`src/rtl/doorbell_pkg.sv`:
```
package doorbell_pkg;
  localparam int ADDR_W = 8;
  localparam int DATA_W = 32;
  localparam int ID_W   = 16;
  localparam int VEC_W  = 8;

  localparam logic [ADDR_W-1:0] OFF_MASK = 8'h00;
  localparam logic [ADDR_W-1:0] OFF_STAT = 8'h04;
  localparam logic [ADDR_W-1:0] OFF_POS  = 8'h08;
  localparam logic [ADDR_W-1:0] OFF_BELL = 8'h0C;

  typedef enum logic [1:0] {
    W_MASK = 2'd0,
    W_STAT = 2'd1,
    W_POS  = 2'd2,
    W_BELL = 2'd3
  } word_sel_e;
endpackage

```
`src/rtl/db_peer_table.sv`:
```
module db_peer_table #(
  parameter int MAX_PEERS = 8,
  parameter int MAX_VEC   = 16,
  localparam int PIDX_W   = $clog2(MAX_PEERS),
  localparam int CNT_W    = $clog2(MAX_VEC + 1)
) (
  input  logic              clk_i,
  input  logic              rst_ni,
  input  logic              cfg_we_i,
  input  logic [PIDX_W-1:0] cfg_peer_i,
  input  logic [CNT_W-1:0]  cfg_count_i,
  input  logic [PIDX_W-1:0] rd_idx_i,
  output logic [CNT_W-1:0]  rd_count_o
);
  logic [CNT_W-1:0] cnt_q [MAX_PEERS];

  for (genvar p = 0; p < MAX_PEERS; p++) begin : g_entry
    always_ff @(posedge clk_i or negedge rst_ni) begin
      if (!rst_ni)                                    cnt_q[p] <= '0;
      else if (cfg_we_i && cfg_peer_i == PIDX_W'(p))  cnt_q[p] <= cfg_count_i;
    end
  end

  assign rd_count_o = cnt_q[rd_idx_i];


  cfg_store_chk: assert property (@(posedge clk_i) disable iff (!rst_ni)
    cfg_we_i |=> cnt_q[$past(cfg_peer_i)] == $past(cfg_count_i));
endmodule

```
`src/rtl/db_bell.sv`:
```
module db_bell #(
  parameter int MAX_PEERS = 8,
  parameter int MAX_VEC   = 16,
  localparam int PIDX_W   = $clog2(MAX_PEERS),
  localparam int CNT_W    = $clog2(MAX_VEC + 1),
  localparam int NP_W     = $clog2(MAX_PEERS + 1)
) (
  input  logic                          clk_i,
  input  logic                          rst_ni,
  input  logic                          wr_bell_i,
  input  logic [doorbell_pkg::ID_W-1:0]  dest_i,
  input  logic [doorbell_pkg::VEC_W-1:0] vector_i,
  input  logic [NP_W-1:0]               num_peers_i,
  output logic [PIDX_W-1:0]             lut_idx_o,
  input  logic [CNT_W-1:0]              lut_count_i,
  output logic                          notify_valid_o,
  output logic [PIDX_W-1:0]             notify_peer_o,
  output logic [doorbell_pkg::VEC_W-1:0] notify_vector_o
);
  import doorbell_pkg::*;

  logic peer_ok, vec_ok, fire;

  assign lut_idx_o = dest_i[PIDX_W-1:0];
  assign peer_ok   = (dest_i < ID_W'(num_peers_i)) && (dest_i < ID_W'(MAX_PEERS));
  assign vec_ok    = vector_i < VEC_W'(lut_count_i);
  assign fire      = wr_bell_i && peer_ok && vec_ok;

  always_ff @(posedge clk_i or negedge rst_ni) begin
    if (!rst_ni) begin
      notify_valid_o  <= 1'b0;
      notify_peer_o   <= '0;
      notify_vector_o <= '0;
    end else begin
      notify_valid_o <= fire;
      if (fire) begin
        notify_peer_o   <= lut_idx_o;
        notify_vector_o <= vector_i;
      end
    end
  end


  notify_src_chk: assert property (@(posedge clk_i) disable iff (!rst_ni)
    notify_valid_o |-> $past(wr_bell_i));

  notify_peer_chk: assert property (@(posedge clk_i) disable iff (!rst_ni)
    notify_valid_o |-> NP_W'(notify_peer_o) < $past(num_peers_i));

  notify_vec_chk: assert property (@(posedge clk_i) disable iff (!rst_ni)
    notify_valid_o |-> notify_vector_o < VEC_W'($past(lut_count_i)));
endmodule

```
`src/rtl/db_irq.sv`:
```
module db_irq #(
  parameter int DATA_W = 32
) (
  input  logic              clk_i,
  input  logic              rst_ni,
  input  logic              wr_mask_i,
  input  logic              wr_stat_i,
  input  logic              rd_stat_i,
  input  logic [DATA_W-1:0] wdata_i,
  input  logic              event_i,
  input  logic              msi_en_i,
  output logic [DATA_W-1:0] mask_o,
  output logic [DATA_W-1:0] status_o,
  output logic              irq_o
);
  logic local_set;
  assign local_set = event_i && !msi_en_i;

  always_ff @(posedge clk_i or negedge rst_ni) begin
    if (!rst_ni) begin
      mask_o   <= '0;
      status_o <= '0;
    end else begin
      if (wr_mask_i) mask_o <= wdata_i;
      // local event outranks bus write and read-clear
      if (local_set)      status_o <= DATA_W'(1);
      else if (wr_stat_i) status_o <= wdata_i;
      else if (rd_stat_i) status_o <= '0;
    end
  end

  assign irq_o = |(status_o & mask_o);


  stat_clear_chk: assert property (@(posedge clk_i) disable iff (!rst_ni)
    (rd_stat_i && !local_set) |=> status_o == '0);

  event_set_chk: assert property (@(posedge clk_i) disable iff (!rst_ni)
    local_set |=> status_o == DATA_W'(1));

  msi_hold_chk: assert property (@(posedge clk_i) disable iff (!rst_ni)
    (event_i && msi_en_i && !wr_stat_i && !rd_stat_i) |=> $stable(status_o));
endmodule

```
`src/rtl/doorbell_regs.sv`:
```
module doorbell_regs #(
  parameter int MAX_PEERS = 8,
  parameter int MAX_VEC   = 16,
  localparam int PIDX_W   = $clog2(MAX_PEERS),
  localparam int CNT_W    = $clog2(MAX_VEC + 1),
  localparam int NP_W     = $clog2(MAX_PEERS + 1)
) (
  input  logic                           clk_i,
  input  logic                           rst_ni,
  input  logic                           req_i,
  input  logic                           we_i,
  input  logic [doorbell_pkg::ADDR_W-1:0] addr_i,
  input  logic [doorbell_pkg::DATA_W-1:0] wdata_i,
  output logic [doorbell_pkg::DATA_W-1:0] rdata_o,
  input  logic [doorbell_pkg::ID_W-1:0]   own_id_i,
  input  logic [NP_W-1:0]                num_peers_i,
  input  logic                           cfg_we_i,
  input  logic [PIDX_W-1:0]              cfg_peer_i,
  input  logic [CNT_W-1:0]               cfg_count_i,
  input  logic                           msi_en_i,
  input  logic                           event_i,
  output logic                           irq_o,
  output logic                           notify_valid_o,
  output logic [PIDX_W-1:0]              notify_peer_o,
  output logic [doorbell_pkg::VEC_W-1:0]  notify_vector_o
);
  import doorbell_pkg::*;

  logic              wr, rd, wr_hit;
  logic [ADDR_W-3:0] waddr;
  word_sel_e         wsel;
  logic              wr_mask, wr_stat, wr_bell, rd_stat;
  logic [DATA_W-1:0] mask_q, status_q, rd_val;
  logic [PIDX_W-1:0] lut_idx;
  logic [CNT_W-1:0]  lut_count;

  assign wr      = req_i && we_i;
  assign rd      = req_i && !we_i;
  assign waddr   = addr_i[ADDR_W-1:2];
  assign wr_hit  = wr && (waddr < (ADDR_W-2)'(4));
  assign wsel    = word_sel_e'(waddr[1:0]);
  assign wr_mask = wr_hit && wsel == W_MASK;
  assign wr_stat = wr_hit && wsel == W_STAT;
  assign wr_bell = wr_hit && wsel == W_BELL;
  assign rd_stat = rd && addr_i == OFF_STAT;

  always_comb begin
    unique case (addr_i)
      OFF_MASK: rd_val = mask_q;
      OFF_STAT: rd_val = status_q;
      OFF_POS:  rd_val = DATA_W'(own_id_i);
      default:  rd_val = '0;
    endcase
  end

  always_ff @(posedge clk_i or negedge rst_ni) begin
    if (!rst_ni) rdata_o <= '0;
    else         rdata_o <= rd ? rd_val : '0;
  end

  db_irq #(.DATA_W(DATA_W)) i_irq (
    .clk_i, .rst_ni,
    .wr_mask_i (wr_mask),
    .wr_stat_i (wr_stat),
    .rd_stat_i (rd_stat),
    .wdata_i   (wdata_i),
    .event_i   (event_i),
    .msi_en_i  (msi_en_i),
    .mask_o    (mask_q),
    .status_o  (status_q),
    .irq_o     (irq_o)
  );

  db_peer_table #(.MAX_PEERS(MAX_PEERS), .MAX_VEC(MAX_VEC)) i_table (
    .clk_i, .rst_ni,
    .cfg_we_i    (cfg_we_i),
    .cfg_peer_i  (cfg_peer_i),
    .cfg_count_i (cfg_count_i),
    .rd_idx_i    (lut_idx),
    .rd_count_o  (lut_count)
  );

  db_bell #(.MAX_PEERS(MAX_PEERS), .MAX_VEC(MAX_VEC)) i_bell (
    .clk_i, .rst_ni,
    .wr_bell_i       (wr_bell),
    .dest_i          (wdata_i[31:16]),
    .vector_i        (wdata_i[VEC_W-1:0]),
    .num_peers_i     (num_peers_i),
    .lut_idx_o       (lut_idx),
    .lut_count_i     (lut_count),
    .notify_valid_o  (notify_valid_o),
    .notify_peer_o   (notify_peer_o),
    .notify_vector_o (notify_vector_o)
  );


  rdata_idle_chk: assert property (@(posedge clk_i) disable iff (!rst_ni)
    !$past(rd) |-> rdata_o == '0);

  pos_read_chk: assert property (@(posedge clk_i) disable iff (!rst_ni)
    $past(rd && addr_i == OFF_POS) |-> rdata_o == DATA_W'($past(own_id_i)));
endmodule

```
`config.mk`:
```
export PLATFORM = sky130hd
export DESIGN_NAME = doorbell_regs
export DESIGN_NICKNAME = d
export VERILOG_FILES = /design/src/rtl/doorbell_pkg.sv /design/src/rtl/db_peer_table.sv /design/src/rtl/db_bell.sv /design/src/rtl/db_irq.sv /design/src/rtl/doorbell_regs.sv
export SDC_FILE = /design/constraint.sdc
export NUM_CORES = 1
export LEC_CHECK = 0
export ABC_AREA = 1
export BUFFER_PORTS_ARGS = -buffer_cell sky130_fd_sc_hd__buf_2
export CORE_MARGIN = 2
export CORE_UTILIZATION = 50
export CTS_CLUSTER_DIAMETER = 80
export CTS_CLUSTER_SIZE = 30
export DETAILED_ROUTE_END_ITERATION = 8
export GPL_TIMING_DRIVEN = 0
export PLACE_DENSITY_LB_ADDON = 0.12
export SLEW_MARGIN = 20
export SYNTH_ARGS = -nofsm -noshare
export SYNTH_HDL_FRONTEND = slang
export SYNTH_SLANG_ARGS = --single-unit
```
`constraint.sdc`:
```
create_clock -name clk_i -period 1.7 [get_ports clk_i]
set_input_delay 0.255 -clock clk_i [delete_from_list [all_inputs] [get_ports clk_i]]
set_output_delay 0.255 -clock clk_i [all_outputs]
set_load 0.02 [all_outputs]
```
Word-level counts from Yosys, hierarchy flattened
Index checks and enable logic that the tools add are counted.
Storage, ports and cells
  register bits after elaboration: 148
  input port bits: 75
  output and inout bits: 45
Operators by class
  magnitude comparators: 5
  eq/ne operators: 11
  muxes and demuxes: 8
  bitwise gates (word level): 2
  reductions and logical operators: 26
Operator list (count)
  $mux 32: 4
  $pmux 32 s3: 1
  $and 32x32->32: 1
  $reduce_or 32->1: 1
  $logic_and 1x1->1: 19
  $lt 16x4->1: 1
  $lt 16x4->1 const B: 1
  $bmux 5 s3: 1
  $eq 3x3->1 const B: 4
  $mux 5: 2
  $eq 8x3->1 const B: 1
  $eq 8x4->1 const B: 1
  $logic_not 8->1: 1
  $lt 8x5->1: 1
  $eq 3x2->1 const B: 2
  $lt 6x3->1 const B: 1
  $ge 4x4->1 const B: 1
  $not 3->4: 1
  $eq 3x1->1 const B: 1
  $logic_not 3->1: 1
  $reduce_bool 3->1: 1
  $eq 2x1->1 const B: 1
  $eq 2x2->1 const B: 1
  $logic_not 1->1: 2
  $logic_not 2->1: 1

Longest topological paths before layout
Gate-level depths: netlist (run 1).
  depth in word-level cells: 6
  depth in mapped cells: 15
  mapped depth without buffers: 13

By module
Synthesis (run 1) repeated with hierarchy kept, for this count alone.
Unflattened totals
  cell total of the unflattened synthesis: 881
  area, all modules: 7450.9 µm²
Modules (own cells, without submodules)
  db_irq: instances 1, cells an instance 275, area an instance 2915.3 µm², sequential area each 1601.5 µm²
  db_peer_table: instances 1, cells an instance 275, area an instance 2006.9 µm², sequential area each 1001.0 µm²
  doorbell_regs: instances 1, cells an instance 231, area an instance 1765.4 µm², sequential area each 800.8 µm²
  db_bell: instances 1, cells an instance 100, area an instance 763.2 µm², sequential area each 300.3 µm²

Worst setup path before layout (run 1)
Ideal clock, no wire load.
  kind: input to register
  start: in wdata_i[16] (netlist name)
  end: reg i_bell.notify_peer_o[0]
  arrival: 1.830 ns
  data required time: 1.583 ns
  setup slack: -0.247 ns
  cell stages on the path: 13
  cells stage by stage: inv_2 > buf_6 > clkbuf_1 > o21ai_0 > o221ai_1 > o21ai_0 > ha_1 > a21oi_1 > nand2_2 > nand2_4 > nand2_8 > nand2_1 > nand2_1
On the way
  longest elaborated chain between the ends: 6
  elaborated cells on any way between the ends: 10
  classes of those cells: 3 x order compare; 3 x mux; 1 x bitwise; 3 x reduce/logical
RTL lines
  start: declaration: RTL line doorbell_regs.sv:13  | input logic [doorbell_pkg::DATA_W-1:0] wdata_i,
  $not 3->4 (not written as such): RTL line db_peer_table.sv:24  | assign rd_count_o = cnt_q[rd_idx_i];
  $bmux 5 s3: RTL line db_peer_table.sv:24
  $mux 5 (not written as such) (2 in a row): RTL line db_peer_table.sv:24
  $lt 8x5->1: RTL line db_bell.sv:26  | assign vec_ok = vector_i < VEC_W'(lut_count_i);
  $logic_and 1x1->1: RTL line db_bell.sv:27  | assign fire = wr_bell_i && peer_ok && vec_ok;
  end signal: assignment: RTL line db_bell.sv:37  | notify_peer_o <= lut_idx_o;
  end: declaration: RTL line db_bell.sv:17  | output logic [PIDX_W-1:0] notify_peer_o,
Several ways; a longest one is shown, not always the timed one. The select of a mux whose other input is x is not followed.
A chain may end at the register's enable or synchronous reset.

Final worst setup path (run 1)
  start: reg i_irq.status_o[23]
  end: out irq_o
On the way
  longest elaborated chain between the ends: 2
RTL lines
  start: declaration: RTL line db_irq.sv:13  | output logic [DATA_W-1:0] status_o,
  start signal: assignment: RTL line db_irq.sv:27  | else if (wr_stat_i) status_o <= wdata_i;
  $and 32x32->32: RTL line db_irq.sv:32  | assign irq_o = |(status_o & mask_o);
  $reduce_or 32->1: RTL line db_irq.sv:32
  end: declaration: RTL line doorbell_regs.sv:22  | output logic irq_o,
Every way passes these cells.

==> results.sh, run 1 <==
export IMPL_remaining_antenna_violation_count=0
export IMPL_remaining_drc_errors=0
export IMPL_grtUsageMet1_pct=31.62
export IMPL_worst_endpoint_arrival_ns=1.72
export IMPL_critical_path_class="flip-flop to output pin"
export IMPL_use_met3_pct=5.699
export IMPL_final_setup_tns_ns=-1.845
export IMPL_ys_warn_count=0
export IMPL_grt_pass1_wl_um=28130
export IMPL_synth_enable_flop_cells=0
export IMPL_failing_checks="setup timing"
export IMPL_synth_ff_latch_count=148
export IMPL_stdcell_area_mm2=0.008349
export IMPL_rsz_0062_raised_after_global_routing="yes"
export IMPL_clk_pin_slew_worst_setup_hold_paths_ns=0.06
export IMPL_synth_async_sr_flop_share_pct=100.0
export IMPL_core_area_mm2=0.01309
export IMPL_dr_iter_0_viols=388
export IMPL_setup_viol_count_final=13
export IMPL_drt_pass1_iter_count=4
export IMPL_vias=5723
export IMPL_max_cap_violations=0
export IMPL_synthDistinctLibCells=34
export IMPL_antenna_violations_before_repair=1
export IMPL_hp_class="primary input to flip-flop"
export IMPL_clkLatencyLatePin_ns=0.42
export IMPL_die_width_um=119.2
export IMPL_slew_headroom_pct=48.75
export IMPL_synth_compound_gate_area_share_pct=15.97
export IMPL_grt_total_usage_pct=25.44
export IMPL_cts_tree="built"
export IMPL_timing_hold_ws_ns=0.07069
export IMPL_cts_htree_levels=4
export IMPL_cts_sinks=148
export IMPL_max_freq_mhz=505.2
export IMPL_cp_capture_type="output pin"
export IMPL_synth_area_mux_share_pct=0
export IMPL_die_h_um=119.2
export IMPL_grt_met2_usage_pct=42.46
export IMPL_cts_buffers=17
export IMPL_post_synth_cell_area_avg_um2=8.813
export IMPL_drt_wirelength_per_cell_um=15.69
export IMPL_power_ir_vdd_worst_uv=762.5
export IMPL_cts_root_buf="clkbuf_16"
export IMPL_design_die_area_mm2=0.01421
export IMPL_flow_area_growth_from_synthesis_pct=25.81
export IMPL_synthTopCellsByCount="nand2_1 (190), dfrtp_1 (148), inv_1 (115), o21ai_0 (91), o22ai_1 (38)"
export IMPL_syn_cell_area_mm2=0.006636
export IMPL_synth_top_flop_cell="dfrtp_1"
export IMPL_crit_fanout=2
export IMPL_post_synth_top_area_cell="dfrtp_1"
export IMPL_place_port_buffers=119
export IMPL_synth_top_family_by_area="simple AND/OR/NAND/NOR gates"
export IMPL_routed_via_density=5.250
export IMPL_hpwlAfterDp_um=11900
export IMPL_aggregate_global_routing_overflow=0
export IMPL_fillerInstances=1115
export IMPL_worstSetupStartpointType="flip-flop"
export IMPL_run_status="complete, but fails checks"
export IMPL_wl_um=17100
export IMPL_max_clock_path_buffers=2
export IMPL_synthAdderAreaFrac_pct=1.320
export IMPL_max_slew_worst_pin_slew_ns=0.7646
export IMPL_largest_net_degree_at_the_start_of_global_routing=84
export IMPL_via_count_of_the_first_global_routing_pass=5893
export IMPL_synth_top_area_share_pct=55.81
export IMPL_std_cell_rows=42
export IMPL_final_max_slew_viol_count=0
export IMPL_synth_seq_area_share_pct=55.81
export IMPL_power_per_cell_area_mw_per_mm2=1021
export IMPL_rrSetupSlack_ns=-0.16
export IMPL_top_post_synthesis_cells_by_area="dfrtp_1 (56%), nand2_1 (11%), o21ai_0 (6.9%)"
export IMPL_fin_crit_sh_pct=116.4
export IMPL_min_period_ns=1.980
export IMPL_synthMostInstantiatedCell="nand2_1"
export IMPL_power_static_leakage_nw=4.341
export IMPL_synth_simple_gate_area_share_pct=17.33
export IMPL_num_nets_final=983
export IMPL_finClkSkew_ns=0.005328
export IMPL_starting_density_pct=50.72
export IMPL_report_final_hold_viol_count=0
export IMPL_combined_area_of_the_multi_input_logic_cells_mm2=0.002412
export IMPL_ioPinCount=120
export IMPL_post_route_cells_drive_above_1_share_pct=23.55
export IMPL_xor_xnor_cell_area_share_of_the_yosys_netlist_pct=0
export IMPL_finalWeightedCongestion=0.8919
export IMPL_gr_max_usage_layer="met2"
export IMPL_synth_fp_nets=835
export IMPL_worst_slack_ns=-0.2796
export IMPL_post_synthesis_cells=753
export IMPL_regArea_mm2=0.003704
export IMPL_detailed_place_area_mm2=0.007536
export IMPL_required_ns=1.44
## routing by layer
layer	wire length, um	part of all wire (%)	up-vias
met3	1002	5.9	44
met4	489	2.9	0
met1	7222	42	2750
met5	0	0	-
met2	8383	49	169
li1	-	-	2760
## final timing paths
kind	startpoint	end	cells past startpoint
worst min register to register	i_bell.notify_vector_o[4]	i_bell.notify_vector_o[4]	2
worst max-delay path	i_irq.status_o[23]	irq_o	6
worst max register to register	i_table.cnt_q[9]	i_bell.notify_vector_o[4]	11
min in group asynchronous	rst_ni	i_irq.mask_o[25]	2
worst min-delay path	cfg_count_i[0]	i_table.cnt_q[0]	3
max in group asynchronous	rst_ni	rdata_o[10]	3
## per-stage QoR
stage          cells  util, %  power, mW  setup WS [ns]
2_1_floorplan    753        -      4.397       -0.03789
3_3_place_gp    1048    57.31      4.696         -1.652
3_5_place_dp    1049    57.59      4.743         -1.009
4_1_cts         1087    63.22      8.527        -0.3014
5_1_grt         1089    63.79      8.842        -0.3543
6_report        1090    63.81      8.527        -0.2796
## critical path, cell delays in order, from the launching register on
cell	delay, ns
dfrtp_1	0.38
a22o_1	0.26
a221oi_2	0.20
nand2_1	0.09
nor2_2	0.14
nand2_1	0.09
buf_6	0.14
## layout make-up
cell class,instances,area share [%]
timing repair inverter,1,0.08991
inverter,121,5.919
clock buffer,23,6.084
antenna,1,0.02997
timing repair buffer,127,8.392
buffer,26,2.428
sequential,148,44.36
tap,176,2.637
clock inverter,8,1.169
multi-input combinational,459,28.89
## cells in the final DEF, fill, tap and decap left out, types with 2 or more instances in the layout
master and count:
clkbuf_8 7, o21ai_0 86, nand4_1 5, o22ai_1 38, nand3_2 2, buf_8 3, ha_1 6, o221ai_1 9
clkbuf_1 9, nor2_2 4, nand2_1 182, a21oi_1 20, buf_4 8, nand2_2 9, buf_2 119, nor2_1 34
buf_6 10, nand3_1 21, clkinv_2 5, a22o_1 4, clkinv_4 2, nand2_4 3, bufinv_16 2, o211ai_1 10
nor2_4 2, dfrtp_1 148, a221oi_2 5, o21ai_1 5, inv_1 115, clkbuf_16 17, nand2_8 3
## logic make-up after synthesis
group,count (synthesis)
compound gates,182
fa+ha+maj,7
buf+inv,147
flops,148
simple gates,269
## state kept, by name (all words and copies together) (netlist names)
name	cells
i_irq.status_o	32
i_bell.notify_peer_o	3
i_bell.notify_valid_o	1
i_bell.notify_vector_o	8
i_table.cnt_q	40
rdata_o	32
i_irq.mask_o	32
## what timing repair did
action                                 4_1_cts  5_1_grt
gates cloned                                 2        0
endpoints found under the hold margin       65        0
setup endpoints to repair                   13       13
setup buffers                                4        2
gates resized for setup                     19       17
pin swaps                                    5        5
hold buffers                                 1        0
## power by group
| group | internal, mW | switching, mW | total [mW] | leakage [nW] |
|---|---|---|---|---|
| sequential | 3.77 | 0.152 | 3.93 | 1.97 |
| clock | 2.38 | 1.41 | 3.79 | 0.305 |
| combinational | 0.317 | 0.495 | 0.812 | 2.06 |
Note: power is estimated with default switching activity, not from simulation.
==> run 2, diff against run 1 <==
- SKIP_LAST_GASP: not set -> 1
==> run 2 against run 1 <==
- the run still ends with setup timing left
- critical path depth stayed put
- first-iteration DRC count is 1.8% higher
- critical endpoint unchanged
- largest power group unchanged
- register-to-register slack hardly changed
- clock skew hardly changed
- routed wire length hardly changed
- critical path type unchanged
==> results.sh, run 2 (synthesis results as in run 1) <==
export IMPL_run_status="complete, but fails checks"
export IMPL_failing_checks="setup timing"
export IMPL_clkLatencyLatePin_ns=0.42
export IMPL_min_period_ns=1.979
export IMPL_vias=5720
export IMPL_timing_hold_ws_ns=0.07159
export IMPL_timing_hold_worst_path_depth=3
export IMPL_flow_area_growth_from_synthesis_pct=25.81
export IMPL_detailed_route_wirelength_on_metal2_um=8344
export IMPL_wl_met3_um=1028
export IMPL_wl_met1_um=7224
export IMPL_totalPowerFinal_mw=8.525
export IMPL_power_static_leakage_nw=4.341
export IMPL_layout_cells_most_common="nand2_1"
export IMPL_required_ns=1.44
export IMPL_worstSetupPathDepth=6
export IMPL_power_switching_mw=2.054
export IMPL_worstPathCellList="a22o_1 > a221oi_2 > nand2_1 > nor2_2 > nand2_1 > buf_6"
export IMPL_hpwlAfterDp_um=11900
export IMPL_routed_via_density=5.248
export IMPL_launch_point_of_the_worst_path="i_irq.status_o[23]"
export IMPL_power_per_cell_area_mw_per_mm2=1021
export IMPL_grt_total_usage_pct=25.44
export IMPL_worst_r2r_cell_count=11
export IMPL_timing_critical_path_slowest_stage_cell="dfrtp_1"
export IMPL_cp_most_frequent_cell="nand2_1"
export IMPL_worst_endpoint_arrival_ns=1.72
export IMPL_register_with_the_most_flip_flops="i_table.cnt_q"
export IMPL_cts_tree="built"
export IMPL_cts_root_buf="clkbuf_16"
export IMPL_worst_slack_ns=-0.2785
export IMPL_critical_path_max_stage_delay_ns=0.38
export IMPL_design_die_area_mm2=0.01421
export IMPL_power_switching_share_pct=24.10
export IMPL_num_nets_final=983
export IMPL_max_clock_path_buffers=2
export IMPL_aggregate_global_routing_overflow=0
export IMPL_core_area_mm2=0.01309
export IMPL_worstPathBufferInverterCount=1
export IMPL_max_slew_worst_pin_slew_ns=0.7739
export IMPL_power_frac_seq_pct=46.0
export IMPL_remaining_drc_errors=0
export IMPL_largest_net_degree_at_the_start_of_global_routing=84
export IMPL_finClkSkew_ns=0.005428
export IMPL_worstSetupStartpointType="flip-flop"
export IMPL_place_port_buffers=119
export IMPL_combinationalPowerShare_pct=9.5
export IMPL_fin_crit_sh_pct=116.4
export IMPL_cp_capture_type="output pin"
export IMPL_slew_headroom_pct=48.13
export IMPL_ioPinCount=120
export IMPL_wl_um=17090
export IMPL_antenna_violations_before_repair=1
export IMPL_final_max_slew_viol_count=0
export IMPL_cts_htree_levels=4
export IMPL_report_final_hold_viol_count=0
export IMPL_max_cap_violations=0
export IMPL_starting_density_pct=50.72
export IMPL_dr_iter_0_viols=395
export IMPL_critical_path_class="flip-flop to output pin"
export IMPL_cts_buffers=17
export IMPL_die_width_um=119.2
export IMPL_most_frequent_cells_in_the_layout="nand2_1 (182), dfrtp_1 (148), buf_2 (119), inv_1 (115), o21ai_0 (86)"
export IMPL_share_clk_of_total_power_pct=44.4
export IMPL_crit_fanout=2
export IMPL_hp_start="cfg_count_i[0]"
export IMPL_finalWeightedCongestion=0.8919
export IMPL_uppermost_layer_routed="met4"
export IMPL_grt_pass1_wl_um=28130
export IMPL_std_cell_rows=42
export IMPL_cts_sinks=148
export IMPL_power_ir_vdd_worst_uv=762.4
export IMPL_power_report_internal_total_mw=6.471
export IMPL_post_route_cells_drive_above_1_share_pct=23.55
export IMPL_drt_pass1_iter_count=4
export IMPL_largest_register_ff_count=40
export IMPL_clk_pin_slew_worst_setup_hold_paths_ns=0.06
export IMPL_max_freq_mhz=505.4
export IMPL_r2r_start="i_table.cnt_q[9]"
export IMPL_path_delay_family="compound AO/OA/AOI/OAI gates"
export IMPL_dp_slack_ns=-1.009
export IMPL_via_count_of_the_first_global_routing_pass=5892
export IMPL_die_h_um=119.2
export IMPL_drt_wirelength_per_cell_um=15.68
export IMPL_rsz_0062_raised_after_global_routing="yes"
export IMPL_remaining_antenna_violation_count=0
export IMPL_hp_class="primary input to flip-flop"
export IMPL_setup_viol_count_final=13
==> run 2: worst register-to-register path: cells and delay by family, from the launching register on <==
| kind | cells | cell delay [ns] |
|---|---|---|
| fa+ha+maj | 1 | 0.20 |
| simple gates | 5 | 0.57 |
| compound gates | 3 | 0.37 |
| buf+inv | 2 | 0.24 |
| flops | 1 | 0.37 |
==> run 2: final timing paths <==
path	to	slack, ns
worst min register to register	i_bell.notify_vector_o[4]	0.48
worst max-delay path	irq_o	-0.28
max in group asynchronous	rdata_o[10]	0.57
min in group asynchronous	i_irq.mask_o[25]	0.36
worst min-delay path	i_table.cnt_q[0]	0.07
worst max register to register	i_bell.notify_vector_o[4]	-0.16
==> run 2: final cells by class <==
class                   count  area (um^2)
diodes                      1        2.502
plain buffers              26        202.7
clock buffers              23        508.0
clock inverters             8        97.59
fillers                  1115         4736
inverters                 121        494.2
multi-input cells         459         2412
flip-flops and latches    148         3704
well taps                 176        220.2
repair buffers            127        700.7
repair inverters            1        7.507
==> run 2: metrics by stage <==
stage          area, um^2  util (%)  cells  TNS [ns]
2_1_floorplan        6683         -    753   -0.4153
3_3_place_gp         7498     57.31   1048   -255.94
3_5_place_dp         7536     57.59   1049    -15.63
4_1_cts              8273     63.22   1087    -1.735
5_1_grt              8347     63.79   1089    -3.169
6_report             8349     63.81   1090    -1.851
==> run 2: layer usage <==
metal  GRT usage [%]  vias up
li1                -     2761
met1           31.62     2742
met2           42.46      173
met3           5.699       44
met4           11.68        0
met5               0        -
==> run 2: power groups by stage <==
stage | sequential [mW] | clock, mW | combinational, mW
final | 3.93 | 3.79 | 0.812
after global routing | 3.95 | 3.96 | 0.937
after CTS | 3.92 | 3.81 | 0.801
after detailed placement | 3.97 | 0 | 0.771
after global placement | 3.96 | 0 | 0.734
after floorplan | 3.94 | 0 | 0.460
==> run 2: repair_timing <==
action,in CTS,in global routing
hold endpoints to repair,65,0
setup buffers,4,2
resized for setup,19,17
hold buffers,1,0
pin swaps,5,5
gates cloned,2,0
setup endpoints to repair,13,13
==> run 3, diff against run 2 <==
- CORE_UTILIZATION: 50 -> 55
- SKIP_CTS_REPAIR_TIMING: not set -> 1
- clock period: 1.7 -> 2.4 ns (I/O delays scaled with it)
==> run 3 against run 2 <==
- the run now ends clean
- setup slack better by 0.47 ns
- clock skew hardly changed
- core utilization is 4.8 points higher
- sequential cell count stayed put
- final cell count is 3.3% lower
- sequential power is 29% lower
- critical path depth stayed put
- via count is 0.94% higher
- count of clock-buffer cells in the layout is 5 lower
- sequential share of layout area is 0.98 points higher
- critical endpoint unchanged
==> results.sh, run 3 (synthesis results as in run 1) <==
export IMPL_std_cell_rows=40
export IMPL_vias=5774
export IMPL_slew_headroom_pct=59.14
export IMPL_remaining_drc_errors=0
export IMPL_design_die_area_mm2=0.01296
export IMPL_grt_total_usage_pct=28.06
export IMPL_routed_via_density=5.478
export IMPL_power_per_cell_area_mw_per_mm2=775.7
export IMPL_setup_viol_count_final=0
export IMPL_clk_pin_slew_worst_setup_hold_paths_ns=0.06
export IMPL_insertedDiodeCount=0
export IMPL_flow_area_growth_from_synthesis_pct=23.10
export IMPL_grt_pass1_wl_um=27940
export IMPL_die_h_um=113.8
export IMPL_max_freq_mhz=451.8
export IMPL_regArea_mm2=0.003704
export IMPL_num_nets_final=976
export IMPL_largest_net_degree_at_the_start_of_global_routing=97
export IMPL_required_ns=2.04
export IMPL_fillerInstances=979
export IMPL_largest_register_ff_count=40
export IMPL_cts_buffers=17
export IMPL_critical_path_class="flip-flop to output pin"
export IMPL_combined_area_of_the_multi_input_logic_cells_mm2=0.002312
export IMPL_starting_density_pct=55.71
export IMPL_hp_class="primary input to flip-flop"
export IMPL_drt_wirelength_per_cell_um=16.30
export IMPL_critical_path_max_stage_delay_ns=0.41
export IMPL_remaining_antenna_violation_count=0
export IMPL_max_cap_violations=0
export IMPL_drt_pass1_iter_count=5
export IMPL_cts_sinks=148
export IMPL_clkLatencyLatePin_ns=0.43
export IMPL_finClkSkew_ns=0.005142
export IMPL_min_period_ns=2.213
export IMPL_run_status="complete, no violations"
export IMPL_most_frequent_cells_in_the_layout="nand2_1 (190), dfrtp_1 (148), buf_2 (120), inv_1 (115), o21ai_0 (91)"
export IMPL_stdcell_area_mm2=0.008169
export IMPL_worstSetupStartpointType="flip-flop"
export IMPL_aggregate_global_routing_overflow=0
export IMPL_cts_root_buf="clkbuf_16"
export IMPL_final_max_slew_viol_count=0
export IMPL_antenna_violations_before_repair=0
export IMPL_rsz_0062_raised_after_global_routing="no"
export IMPL_cp_capture_type="output pin"
export IMPL_power_static_leakage_nw=4.289
export IMPL_layout_cells_most_common="nand2_1"
export IMPL_worst_endpoint_arrival_ns=1.85
export IMPL_totalPowerFinal_mw=6.336
export IMPL_dr_iter_0_viols=544
export IMPL_die_width_um=113.8
export IMPL_place_port_buffers=119
export IMPL_crit_fanout=3
export IMPL_max_slew_worst_pin_slew_ns=0.6096
export IMPL_cts_tree="built"
export IMPL_ioPinCount=120
export IMPL_finalWeightedCongestion=0.8593
export IMPL_power_ir_vdd_worst_uv=612.1
export IMPL_timing_critical_path_slowest_stage_cell="dfrtp_1"
export IMPL_core_area_mm2=0.01191
export IMPL_fin_crit_sh_pct=92.22
export IMPL_via_count_of_the_first_global_routing_pass=5777
export IMPL_wl_um=17180
export IMPL_register_with_the_most_flip_flops="i_table.cnt_q"
export IMPL_report_final_hold_viol_count=0
export IMPL_post_route_cells_drive_above_1_share_pct=20.95
export IMPL_detailed_place_area_mm2=0.007453
export IMPL_max_clock_path_buffers=2
export IMPL_hpwlAfterDp_um=12130
export IMPL_cts_htree_levels=4
export IMPL_worstPathCellList="a22o_1 > a221oi_1 > nand3_1 > nor2_1 > nand2_1 > buf_2"
==> run 3: cell count changes in the layout (fill, tap and decap cells not counted), moves of 4 or more <==
cell	change
bufinv_16	+4
clkbuf_8	-6
a221oi_1	+5
nand2_2	-8
nand2_1	+8
o21ai_1	-4
a221oi_2	-5
o21ai_0	+5
buf_4	-5
==> run 3: worst paths after layout <==
check                      slack [ns]                        end  cells after the start                      start
min reg2reg                      0.47  i_bell.notify_vector_o[2]                      2  i_bell.notify_vector_o[2]
max reg2reg                      0.45  i_bell.notify_vector_o[4]                     11          i_table.cnt_q[29]
max in group asynchronous        1.16                rdata_o[31]                      3                     rst_ni
min in group asynchronous        0.43         i_irq.status_o[25]                      2                     rst_ni
min                              0.18           i_table.cnt_q[0]                      3             cfg_count_i[0]
max                              0.19                      irq_o                      6           i_irq.mask_o[27]
==> run 3: cell type report <==
type | count | area share (%)
multi-input cells | 458 | 28.30
repair inverters | 1 | 0.09190
clock inverters | 14 | 2.849
well taps | 147 | 2.251
clock buffers | 18 | 5.376
inverters | 121 | 5.667
repair buffers | 122 | 7.964
flip-flops and latches | 148 | 45.34
plain buffers | 25 | 2.160
==> run 3: metrics by stage <==
stage,cells,utilization [%],setup slack (ns),hold WS [ns],TNS (ns)
2_1_floorplan,753,-,0.3484,0.06441,0
3_3_place_gp,1019,62.26,-1.032,0.4563,-159.38
3_5_place_dp,1020,62.57,-0.7193,0.2991,-8.413
4_1_cts,1052,68.21,-0.2942,-0.1497,-3.221
5_1_grt,1054,68.58,0.02348,0.1981,0
6_report,1054,68.58,0.1868,0.1802,0
==> run 3: per-layer routing <==
layer	vias up	track usage (%)	routed length [um]
li1	2748	-	-
met1	2774	35.69	7247
met2	208	45.47	8391
met3	44	6.801	1052
met4	0	13.50	489
met5	-	0	0
==> run 3: critical path: cells and delay by family, from the launching register on <==
family / cells / cell delay (ns)
AOI/OAI and AO/OA: 2 / 0.48
DFF: 1 / 0.41
and+or+nand+nor: 3 / 0.39
buffers and inverters: 1 / 0.16
==> run 3: power breakdown <==
| group | internal, mW | switching, mW |
|---|---|---|
| clock network | 1.97 | 1.05 |
| registers | 2.67 | 0.103 |
| logic | 0.206 | 0.339 |
